===== src/rtl/lpt_pkg.sv =====
package lpt_pkg;
  typedef enum logic [1:0] {
    ST_IDLE = 2'd0,
    ST_LOW  = 2'd1,
    ST_HOLD = 2'd2,
    ST_ACK  = 2'd3
  } hs_state_e;
endpackage


===== src/rtl/lpt_sync.sv =====
module lpt_sync #(
  parameter int W      = 1,
  parameter int STAGES = 2,
  parameter logic RST_VAL = 1'b0
) (
  input  logic         clk,
  input  logic         rst_n,
  input  logic [W-1:0] d_i,
  output logic [W-1:0] q_o
);
  logic [W-1:0] stage_q [STAGES];

  for (genvar s = 0; s < STAGES; s++) begin : g_stage
    always_ff @(posedge clk or negedge rst_n) begin
      if (!rst_n) stage_q[s] <= {W{RST_VAL}};
      else if (s == 0) stage_q[s] <= d_i;
      else stage_q[s] <= stage_q[(s == 0) ? 0 : s-1];
    end
  end

  assign q_o = stage_q[STAGES-1];
endmodule


===== src/rtl/lpt_fifo.sv =====
module lpt_fifo #(
  parameter int DW    = 8,
  parameter int DEPTH = 8
) (
  input  logic          clk,
  input  logic          rst_n,
  input  logic          push_i,
  input  logic [DW-1:0] wdata_i,
  output logic          full_o,
  output logic          valid_o,
  input  logic          ready_i,
  output logic [DW-1:0] rdata_o
);
  localparam int AW = (DEPTH > 1) ? $clog2(DEPTH) : 1;
  localparam int CW = $clog2(DEPTH + 1);

  logic [DW-1:0] mem [DEPTH];
  logic [AW-1:0] wr_ptr, rd_ptr;
  logic [CW-1:0] count;
  logic          pop;

  assign pop     = valid_o && ready_i;
  assign full_o  = (count == CW'(DEPTH));
  assign valid_o = (count != '0);
  assign rdata_o = mem[rd_ptr];

  always_ff @(posedge clk) begin
    if (push_i) mem[wr_ptr] <= wdata_i;
  end

  always_ff @(posedge clk or negedge rst_n) begin
    if (!rst_n) begin
      wr_ptr <= '0;
      rd_ptr <= '0;
      count  <= '0;
    end else begin
      if (push_i) wr_ptr <= (wr_ptr == AW'(DEPTH-1)) ? '0 : wr_ptr + 1'b1;
      if (pop)    rd_ptr <= (rd_ptr == AW'(DEPTH-1)) ? '0 : rd_ptr + 1'b1;
      count <= count + CW'(push_i) - CW'(pop);
    end
  end


  hold_stable_chk: assert property (@(posedge clk) disable iff (!rst_n)
    (valid_o && !ready_i) |=> (valid_o && $stable(rdata_o)));
endmodule


===== src/rtl/lpt_handshake.sv =====
module lpt_handshake
  import lpt_pkg::*;
#(
  parameter int DW        = 8,
  parameter int SETUP_CYC = 25,
  parameter int HOLD_CYC  = 25,
  parameter int ACK_CYC   = 250
) (
  input  logic          clk,
  input  logic          rst_n,
  input  logic          stb_n_s_i,
  input  logic [DW-1:0] dat_s_i,
  input  logic          online_i,
  input  logic          fault_i,
  input  logic          full_i,
  output logic          push_o,
  output logic [DW-1:0] wdata_o,
  output logic          ack_n_o,
  output logic          busy_o,
  output logic          overrun_o,
  output logic          timing_err_o
);
  localparam int SW   = $clog2(SETUP_CYC + 1);
  localparam int CMAX = (HOLD_CYC > ACK_CYC) ? HOLD_CYC : ACK_CYC;
  localparam int CW   = $clog2(CMAX + 1);

  hs_state_e     state;
  logic          stb_prev, online_prev, pend, viol;
  logic [DW-1:0] dat_prev, byte_q;
  logic [SW-1:0] stable_cnt;
  logic [CW-1:0] cnt;
  logic          fall, rise, changed, blocked, hold_end, viol_now;

  assign fall     = stb_prev && !stb_n_s_i;
  assign rise     = !stb_prev && stb_n_s_i;
  assign changed  = (dat_s_i != dat_prev);
  assign blocked  = fault_i || !online_i || full_i;
  assign hold_end = (state == ST_HOLD) && (cnt == CW'(HOLD_CYC-1));
  assign viol_now = viol || changed;

  assign push_o  = hold_end && !viol_now;
  assign wdata_o = byte_q;
  assign ack_n_o = (state != ST_ACK);
  assign busy_o  = blocked || (state != ST_IDLE);

  always_ff @(posedge clk or negedge rst_n) begin
    if (!rst_n) begin
      stb_prev     <= 1'b1;
      online_prev  <= 1'b0;
      dat_prev     <= '0;
      stable_cnt   <= '0;
      state        <= ST_IDLE;
      cnt          <= '0;
      byte_q       <= '0;
      viol         <= 1'b0;
      pend         <= 1'b0;
      overrun_o    <= 1'b0;
      timing_err_o <= 1'b0;
    end else begin
      stb_prev    <= stb_n_s_i;
      online_prev <= online_i;
      dat_prev    <= dat_s_i;
      if (changed) stable_cnt <= '0;
      else if (stable_cnt < SW'(SETUP_CYC)) stable_cnt <= stable_cnt + 1'b1;

      if (online_i && !online_prev) pend <= 1'b1;
      if (fall && (state != ST_IDLE || blocked)) overrun_o <= 1'b1;

      unique case (state)
        ST_IDLE: begin
          if (fall && !blocked) begin
            state <= ST_LOW;
            viol  <= changed || (stable_cnt < SW'(SETUP_CYC));
          end else if (pend && online_i) begin
            state <= ST_ACK;
            cnt   <= '0;
            pend  <= 1'b0;
          end
        end
        ST_LOW: begin
          if (changed) viol <= 1'b1;
          if (rise) begin
            byte_q <= dat_s_i;
            state  <= ST_HOLD;
            cnt    <= '0;
          end
        end
        ST_HOLD: begin
          if (changed) viol <= 1'b1;
          if (hold_end) begin
            if (viol_now) timing_err_o <= 1'b1;
            state <= ST_ACK;
            cnt   <= '0;
          end else begin
            cnt <= cnt + 1'b1;
          end
        end
        ST_ACK: begin
          if (cnt == CW'(ACK_CYC-1)) state <= ST_IDLE;
          else cnt <= cnt + 1'b1;
        end
        default: state <= ST_IDLE;
      endcase
    end
  end


  ack_busy_chk: assert property (@(posedge clk) disable iff (!rst_n)
    !ack_n_o |-> busy_o);

  overrun_sticky_chk: assert property (@(posedge clk) disable iff (!rst_n)
    overrun_o |=> overrun_o);

  terr_sticky_chk: assert property (@(posedge clk) disable iff (!rst_n)
    timing_err_o |=> timing_err_o);
endmodule


===== src/rtl/lpt_compat_rx.sv =====
module lpt_compat_rx #(
  parameter int DW        = 8,
  parameter int SYNC_STG  = 2,
  parameter int SETUP_CYC = 25,
  parameter int HOLD_CYC  = 25,
  parameter int ACK_CYC   = 250,
  parameter int DEPTH     = 8
) (
  input  logic          clk,
  input  logic          rst_n,
  input  logic [DW-1:0] pd_i,
  input  logic          strobe_n_i,
  input  logic          online_i,
  input  logic          paper_out_i,
  input  logic          fault_i,
  output logic          ack_n_o,
  output logic          busy_o,
  output logic          pe_o,
  output logic          slct_o,
  output logic          overrun_o,
  output logic          timing_err_o,
  output logic          rx_valid_o,
  output logic [DW-1:0] rx_data_o,
  input  logic          rx_ready_i
);
  logic          stb_s;
  logic [DW-1:0] dat_s;
  logic          push, full;
  logic [DW-1:0] wdata;

  lpt_sync #(.W(1), .STAGES(SYNC_STG), .RST_VAL(1'b1)) u_sync_stb (
    .clk(clk), .rst_n(rst_n), .d_i(strobe_n_i), .q_o(stb_s));

  lpt_sync #(.W(DW), .STAGES(SYNC_STG), .RST_VAL(1'b0)) u_sync_dat (
    .clk(clk), .rst_n(rst_n), .d_i(pd_i), .q_o(dat_s));

  lpt_handshake #(
    .DW(DW), .SETUP_CYC(SETUP_CYC), .HOLD_CYC(HOLD_CYC), .ACK_CYC(ACK_CYC)
  ) u_hs (
    .clk(clk), .rst_n(rst_n), .stb_n_s_i(stb_s), .dat_s_i(dat_s),
    .online_i(online_i), .fault_i(fault_i), .full_i(full),
    .push_o(push), .wdata_o(wdata), .ack_n_o(ack_n_o), .busy_o(busy_o),
    .overrun_o(overrun_o), .timing_err_o(timing_err_o));

  lpt_fifo #(.DW(DW), .DEPTH(DEPTH)) u_buf (
    .clk(clk), .rst_n(rst_n), .push_i(push), .wdata_i(wdata),
    .full_o(full), .valid_o(rx_valid_o), .ready_i(rx_ready_i),
    .rdata_o(rx_data_o));

  always_ff @(posedge clk or negedge rst_n) begin
    if (!rst_n) begin
      pe_o   <= 1'b0;
      slct_o <= 1'b0;
    end else begin
      pe_o   <= paper_out_i;
      slct_o <= online_i;
    end
  end


  push_room_chk: assert property (@(posedge clk) disable iff (!rst_n)
    push |-> !full);
endmodule


===== config.mk =====
export PLATFORM = sky130hd
export DESIGN_NAME = lpt_compat_rx
export DESIGN_NICKNAME = d
export VERILOG_FILES = /design/src/rtl/lpt_pkg.sv /design/src/rtl/lpt_sync.sv /design/src/rtl/lpt_fifo.sv /design/src/rtl/lpt_handshake.sv /design/src/rtl/lpt_compat_rx.sv
export SDC_FILE = /design/constraint.sdc
export NUM_CORES = 1
export LEC_CHECK = 0
export ABC_CLOCK_PERIOD_IN_PS = 7400
export BUFFER_PORTS_ARGS = -buffer_cell sky130_fd_sc_hd__clkbuf_2
export CAP_MARGIN = 10
export CORE_MARGIN = 3
export CORE_UTILIZATION = 65
export CTS_CLUSTER_DIAMETER = 100
export DETAILED_ROUTE_END_ITERATION = 8
export PLACE_DENSITY = 0.89
export SYNTH_ARGS = -nofsm -noshare
export SYNTH_HDL_FRONTEND = slang
export SYNTH_SLANG_ARGS = --single-unit
export TNS_END_PERCENT = 100

===== constraint.sdc =====
create_clock -name clk -period 7.4 [get_ports clk]
set_clock_uncertainty 0.2 [all_clocks]
set_input_delay 1.48 -clock clk [delete_from_list [all_inputs] [get_ports clk]]
set_output_delay 1.48 -clock clk [all_outputs]
set_load 0.01 [all_outputs]

==> summary.txt, run 1 <==
Status
  – Status: complete, no violations

Clocking
  – Setup bufs post-CTS: 0
  – Clk slew on worst S/H paths: 0.06 ns
  – Cts bufs inserted: 17
  – TritonCTS clock tree: yes
  – CTS Root Cell: clkbuf_8
  – Hold_buf cts: 0
  – CTS max path bufs: 2
  – Post-CTS sizing: 0
  – H-tree levels: 4
  – CTS sink cnt: 130
  – Clk Latency, worst-skew pair: 0.52 ns

Yosys
  – Post-Syn Instances: 334
  – Top_reg_cell synth: edfxtp_1
  – Mapped Nets: 369
  – Share of the synthesized area in the top cell type: 0.353
  – Mapped Avg Cell Area: 16.3 um^2
  – Synth area leader: edfxtp_1
  – EDFF count, synth: 64
  – Post-synthesis sequential area ratio: 0.656
  – Synth area leaders: edfxtp_1 (35%), dfrtp_1 (29%), mux4_2 (6.6%)
  – Async S/R FF share, synth: 0.508
  – FF+latch count, synth: 130
  – Synth Cell Area: 5450 um^2
  – Netlist cell types: 59
  – Yosys warns: 0

Place
  – Hpwl dp: 6100 um
  – I/O Buffers: 29
  – GPL Wtd Cong: 0.848
  – Placed cells: 466

STA
  – Hold Fails Final Rpt: 0
  – Max frequency: 230 MHz
  – Worst-Margin Slew: 1.24 ns
  – RSZ-0062 raised after global routing: false
  – Final min period: 4.35 ns
  – Max transition margin: 0.171
  – Final period util: 0.588
  – Final setup viols: 0
  – Slew Viols, Final: 0
  – Setup_tns: 0 ns

Floorplanning
  – Core footprint: 7930 um^2
  – Initial Utilization: 0.688
  – Die area: 9520 um^2
  – Cell Rows: 32
  – IO Pins: 30
  – Die Span Y: 97.6 um
  – Die W: 97.6 um

Worst setup path
  – CP Class: register to primary output
  – CP Data Required Time: 5.72 ns
  – Critical path arrival: 2.67 ns
  – Setup crit start kind: register
  – Worst-path fanout max: 19
  – Worst setup EP type: primary output

Power and ir drop
  – Sequential Power Share: 0.456
  – Int Power: 1.43 mW
  – Comb power frac: 0.095
  – Max VDD drop: 0.228 mV
  – Power density over the cells: 297 nW/um^2
  – Switching Fraction: 0.243
  – Final Power: 1.89 mW
  – Leak: 2.46 nW
  – Sw power: 0.459 mW
  – Clock Power Share: 0.450

Run
  – Max-Cap Viols: 0

Finish
  – Area of the multi-input gates: 1760 um^2
  – Register Area: 3580 um^2
  – Share of cells above drive strength 1: 0.307
  – Area Overhead vs Synth: 16.6%
  – Most common cell after layout, fill and taps aside: edfxtp_1
  – Cell Count, Final, Fillers Out: 499
  – Final nets: 419
  – FILL cells: 396
  – Ant. Diodes: 0
  – Most frequent cells in the layout: edfxtp_1 (64), dfrtp_1 (63), clkbuf_2 (28), inv_1 (23), mux2_2 (20)

Routing
  – Max layer used: met4
  – 1st-pass router iterations: 4
  – Met2 wire len: 5880 um
  – Total wire length: 11000 um
  – Wire per inst: 22.0 um
  – DRC: 0
  – Via count: 3067
  – Iteration-0 DRC Markers: 232
  – Met3 WL: 638 um
  – Wire length on met1: 4210 um
  – Final antenna-violating net count: 0
  – Vias/cell: 6.15

GRT
  – Gr ovfl total: 0
  – Largest net degree at the start of global routing: 67
  – GRT Total Usage: 0.257
  – Vias in the first global route: 3313
  – Initial antenna violation count: 0
  – First-pass GRT wire length: 18200 um

Hold path
  – Worst min path class: register to register
## cell type report
class,instances,area share
Tap cell,102,0.0201
Clock buffer,18,0.0657
Inverter,23,0.0136
Sequential cell,130,0.563
Multi-Input combinational cell,175,0.276
Timing Repair Buffer,37,0.0323
Clock inverter,14,0.0295
## logic make-up after synthesis
family / after synthesis / share of synthesized area
mux: 41 / 0.118
fa+ha+maj: 20 / 0.0473
xor+xnor: 12 / 0.0193
flops: 130 / 0.656
buf+inv: 29 / 0.0218
compound gates: 34 / 0.0542
simple gates: 68 / 0.0833
## power groups by stage
stage               Clock (mW)  Sequential, mW  Combinational, mW
floorplan                    0           0.814              0.171
global placement             0           0.869              0.148
detailed placement           0           0.873              0.157
CTS                      0.860           0.862              0.179
global route             0.897           0.869              0.194
finish                   0.849           0.860              0.179
## state kept, by name (all words and copies together) (netlist names), 2 cells and up
signal,flops
u_hs.stable_cnt,5
u_buf.mem,64
u_sync_dat.q_o,8
u_hs.dat_prev,8
u_buf.count,4
u_buf.wr_ptr,3
u_hs.cnt,8
u_hs.state,2
u_buf.rd_ptr,3
u_hs.wdata_o,8
u_sync_dat.stage_q,8
## synthesized netlist by cell type, drive strengths merged, types with 3 or more instances
library cell / instances
xor2: 11
mux2: 23
a21oi: 3
nor3: 6
dfrtp: 63
nand2b: 4
nand2: 11
a2111oi: 4
nor4b: 4
a21o: 3
edfxtp: 64
nand3: 5
mux4: 16
buf: 4
dfstp: 3
nand4: 4
nor4: 5
nor2: 17
o2bb2ai: 4
or3: 3
ha: 19
inv: 23
## path summary, 6_finish.rpt
kind | cells past startpoint | end | start | slack, ns
setup / recovery | 3 | rx_data_o[2] | u_buf.rd_ptr[0] | 3.05
hold / removal | 0 | u_sync_dat.q_o[5] | u_sync_dat.stage_q[13] | 0.15
setup reg to reg | 6 | u_buf.mem[4][0] | u_hs.cnt[0] | 4.04
hold reg to reg | 0 | u_sync_dat.q_o[5] | u_sync_dat.stage_q[13] | 0.15
max in group asynchronous | 2 | u_hs.wdata_o[6] | rst_n | 5.52
min in group asynchronous | 2 | u_buf.rd_ptr[1] | rst_n | 0.92
## stage by stage
step	hold slack (ns)	utilization	worst slack, ns	instance area (um^2)
final	0.146	0.802	3.05	6360
after global routing	0.150	0.802	2.88	6360
after CTS	0.148	0.801	2.97	6350
after detailed placement	0.135	0.725	3.60	5740
after global placement	0.132	0.725	3.64	5740
after floorplan	0.131	-	3.91	5450
## routing by layer
layer  GRT usage  vias up
met3      0.0668       28
met5           0        -
met1       0.327     1540
li1            -     1375
met2       0.420      124
met4       0.115        0
## critical path, stage by stage (launching register included)
cell and delay (ns):
dfrtp_1 1.06, mux4_2 0.64, mux2_2 0.31, clkbuf_2 0.14
Note: power is estimated with default switching activity, not from simulation.
==> inputs of run 2 (changes only) <==
--- a/config.mk
+++ b/config.mk
@@ -5,14 +5,14 @@
 export SDC_FILE = /design/constraint.sdc
 export NUM_CORES = 1
 export LEC_CHECK = 0
-export ABC_CLOCK_PERIOD_IN_PS = 7400
+export ABC_CLOCK_PERIOD_IN_PS = 3600
 export BUFFER_PORTS_ARGS = -buffer_cell sky130_fd_sc_hd__clkbuf_2
 export CAP_MARGIN = 10
 export CORE_MARGIN = 3
-export CORE_UTILIZATION = 65
+export CORE_UTILIZATION = 54
 export CTS_CLUSTER_DIAMETER = 100
 export DETAILED_ROUTE_END_ITERATION = 8
-export PLACE_DENSITY = 0.89
+export PLACE_DENSITY = 0.8
 export SYNTH_ARGS = -nofsm -noshare
 export SYNTH_HDL_FRONTEND = slang
 export SYNTH_SLANG_ARGS = --single-unit
==> constraint.sdc (replaced) <==
create_clock -name clk -period 3.6 [get_ports clk]
set_clock_uncertainty 0.2 [all_clocks]
set_input_delay 0.72 -clock clk [delete_from_list [all_inputs] [get_ports clk]]
set_output_delay 0.72 -clock clk [all_outputs]
set_load 0.01 [all_outputs]
==> summary.txt, run 2 (synthesis gave the netlist of run 1 again) <==
Place
  – GPL Wtd Cong: 0.823
  – Placed inst area: 5830 um^2
  – I/O Buffers: 29
  – Hpwl dp: 6270 um

Floorplanning
  – Cell Rows: 36
  – Die Span Y: 106 um
  – Die area: 11300 um^2
  – IO Pins: 30
  – Die W: 106 um
  – Initial Utilization: 0.558
  – Core footprint: 9770 um^2

Clocking
  – Clk slew on worst S/H paths: 0.06 ns
  – CTS max path bufs: 2
  – CTS sink cnt: 130
  – H-tree levels: 4
  – CTS Root Cell: clkbuf_8
  – Clk Latency, worst-skew pair: 0.51 ns
  – Cts bufs inserted: 17
  – TritonCTS clock tree: yes

GRT
  – Vias in the first global route: 3177
  – GRT Total Usage: 0.185
  – First-pass GRT wire length: 15900 um
  – Gr ovfl total: 0
  – Initial antenna violation count: 0
  – Largest net degree at the start of global routing: 25

Worst setup path
  – RR Startpoint: u_hs.cnt[0]
  – Critical path buffers and inverters: 3
  – Critical path arrival: 3.36 ns
  – Setup crit start kind: register
  – Crit path cell chain: inv_1, ha_1, nor4b_4, and3_1, nand4_2, ha_1, inv_1, ha_1, inv_1, fa_1, xnor2_1
  – Worst Setup SP: u_hs.cnt[0]
  – Worst setup EP type: register
  – Slowest stage delay, CP: 0.43 ns
  – Worst-path fanout max: 12
  – CP Data Required Time: 3.79 ns
  – Worst path slowest cell: ha_1
  – Cell family with most CP delay: adder cells
  – CP Class: register to register

Power and ir drop
  – Power density over the cells: 589 nW/um^2
  – Max VDD drop: 0.384 mV
  – Leak: 2.48 nW

Finish
  – Post-Layout Inst Area: 6430 um^2
  – Top reg by flops: u_buf.mem
  – Share of cells above drive strength 1: 0.318
  – Register Area: 3580 um^2
  – Max FFs per register: 64
  – Area of the multi-input gates: 1760 um^2
  – Final nets: 425
  – Area Overhead vs Synth: 18.0%
  – Ant. Diodes: 0
  – Final core utilization: 0.658
  – Most frequent cells in the layout: edfxtp_1 (64), dfrtp_1 (63), clkbuf_2 (28), inv_1 (23), mux2_2 (20)
  – FILL cells: 694
  – Most common cell after layout, fill and taps aside: edfxtp_1

STA
  – Slew Viols, Final: 0
  – RSZ-0062 raised after global routing: false
  – Hold Fails Final Rpt: 0
  – Max frequency: 316 MHz
  – Max transition margin: 0.430
  – Final setup viols: 0
  – Final min period: 3.17 ns
  – Setup_tns: 0 ns
  – Final period util: 0.880
  – Worst-Margin Slew: 0.848 ns

Routing
  – DRC: 0
  – Total wire length: 9390 um
  – Final antenna-violating net count: 0
  – Wire per inst: 17.6 um
  – 1st-pass router iterations: 4
  – Via count: 2950
  – Vias/cell: 5.51
  – Iteration-0 DRC Markers: 196

Hold path
  – Hold_sp: strobe_n_i
  – Worst min path class: primary input to register

Status
  – Status: complete, no violations

Run
  – Max-Cap Viols: 0
## run 2: cell types whose count changed in the layout (fill, tap and decap cells not counted), moves of 2 or more
cell      before  now
inv_6          1    3
clkinv_4       2    4
clkinv_2       3    1
buf_4          8   13
## run 2: per-layer routing
metal,vias up,routed length [um],GRT usage
li1,1388,-,-
met4,0,112,0.0667
met5,-,0,0
met3,10,327,0.0492
met2,66,5000,0.313
met1,1486,3950,0.232
## run 2: power by group
group / leakage [nW] / switching (mW) / internal [mW]
registers: 1.24 / 0.0989 / 1.61
logic: 0.962 / 0.181 / 0.205
clock network: 0.281 / 0.632 / 1.06
total: 2.48 / 0.912 / 2.87
## run 2: cell type report
class | count | area share
clock inverter | 14 | 0.0278
timing repair buffer | 43 | 0.0393
clock buffer | 17 | 0.0644
tap | 133 | 0.0259
sequential | 130 | 0.556
multi-input combinational | 175 | 0.273
inverter | 23 | 0.0134
## run 2: timing repair
action                                 in CTS  in global routing
hold buffers                                1                  0
buffers inserted                            0                  0
gates resized for setup                     0                  0
endpoints found under the hold margin      21                  0
## run 2: final timing paths
path	endpoint	slack, ns	cells after the start
worst max-delay path	u_buf.count[2]	0.43	11
worst min-delay path	u_sync_stb.stage_q[1]	0.08	1
worst max register to register	u_buf.count[2]	0.43	11
worst min register to register	u_sync_dat.q_o[0]	0.15	0
max in group asynchronous	u_hs.stb_prev	1.94	3
min in group asynchronous	u_buf.rd_ptr[2]	0.53	2
## run 2: stage by stage
stage / power [mW] / hold slack [ns] / instances / setup slack, ns
floorplan: 2.02 / 0.131 / 334 / 0.766
global placement: 2.11 / 0.134 / 503 / 0.687
detailed placement: 2.14 / 0.136 / 503 / 0.477
CTS: 3.83 / 0.0604 / 535 / 0.416
global route: 3.95 / 0.0611 / 535 / 0.285
finish: 3.79 / 0.0836 / 535 / 0.431
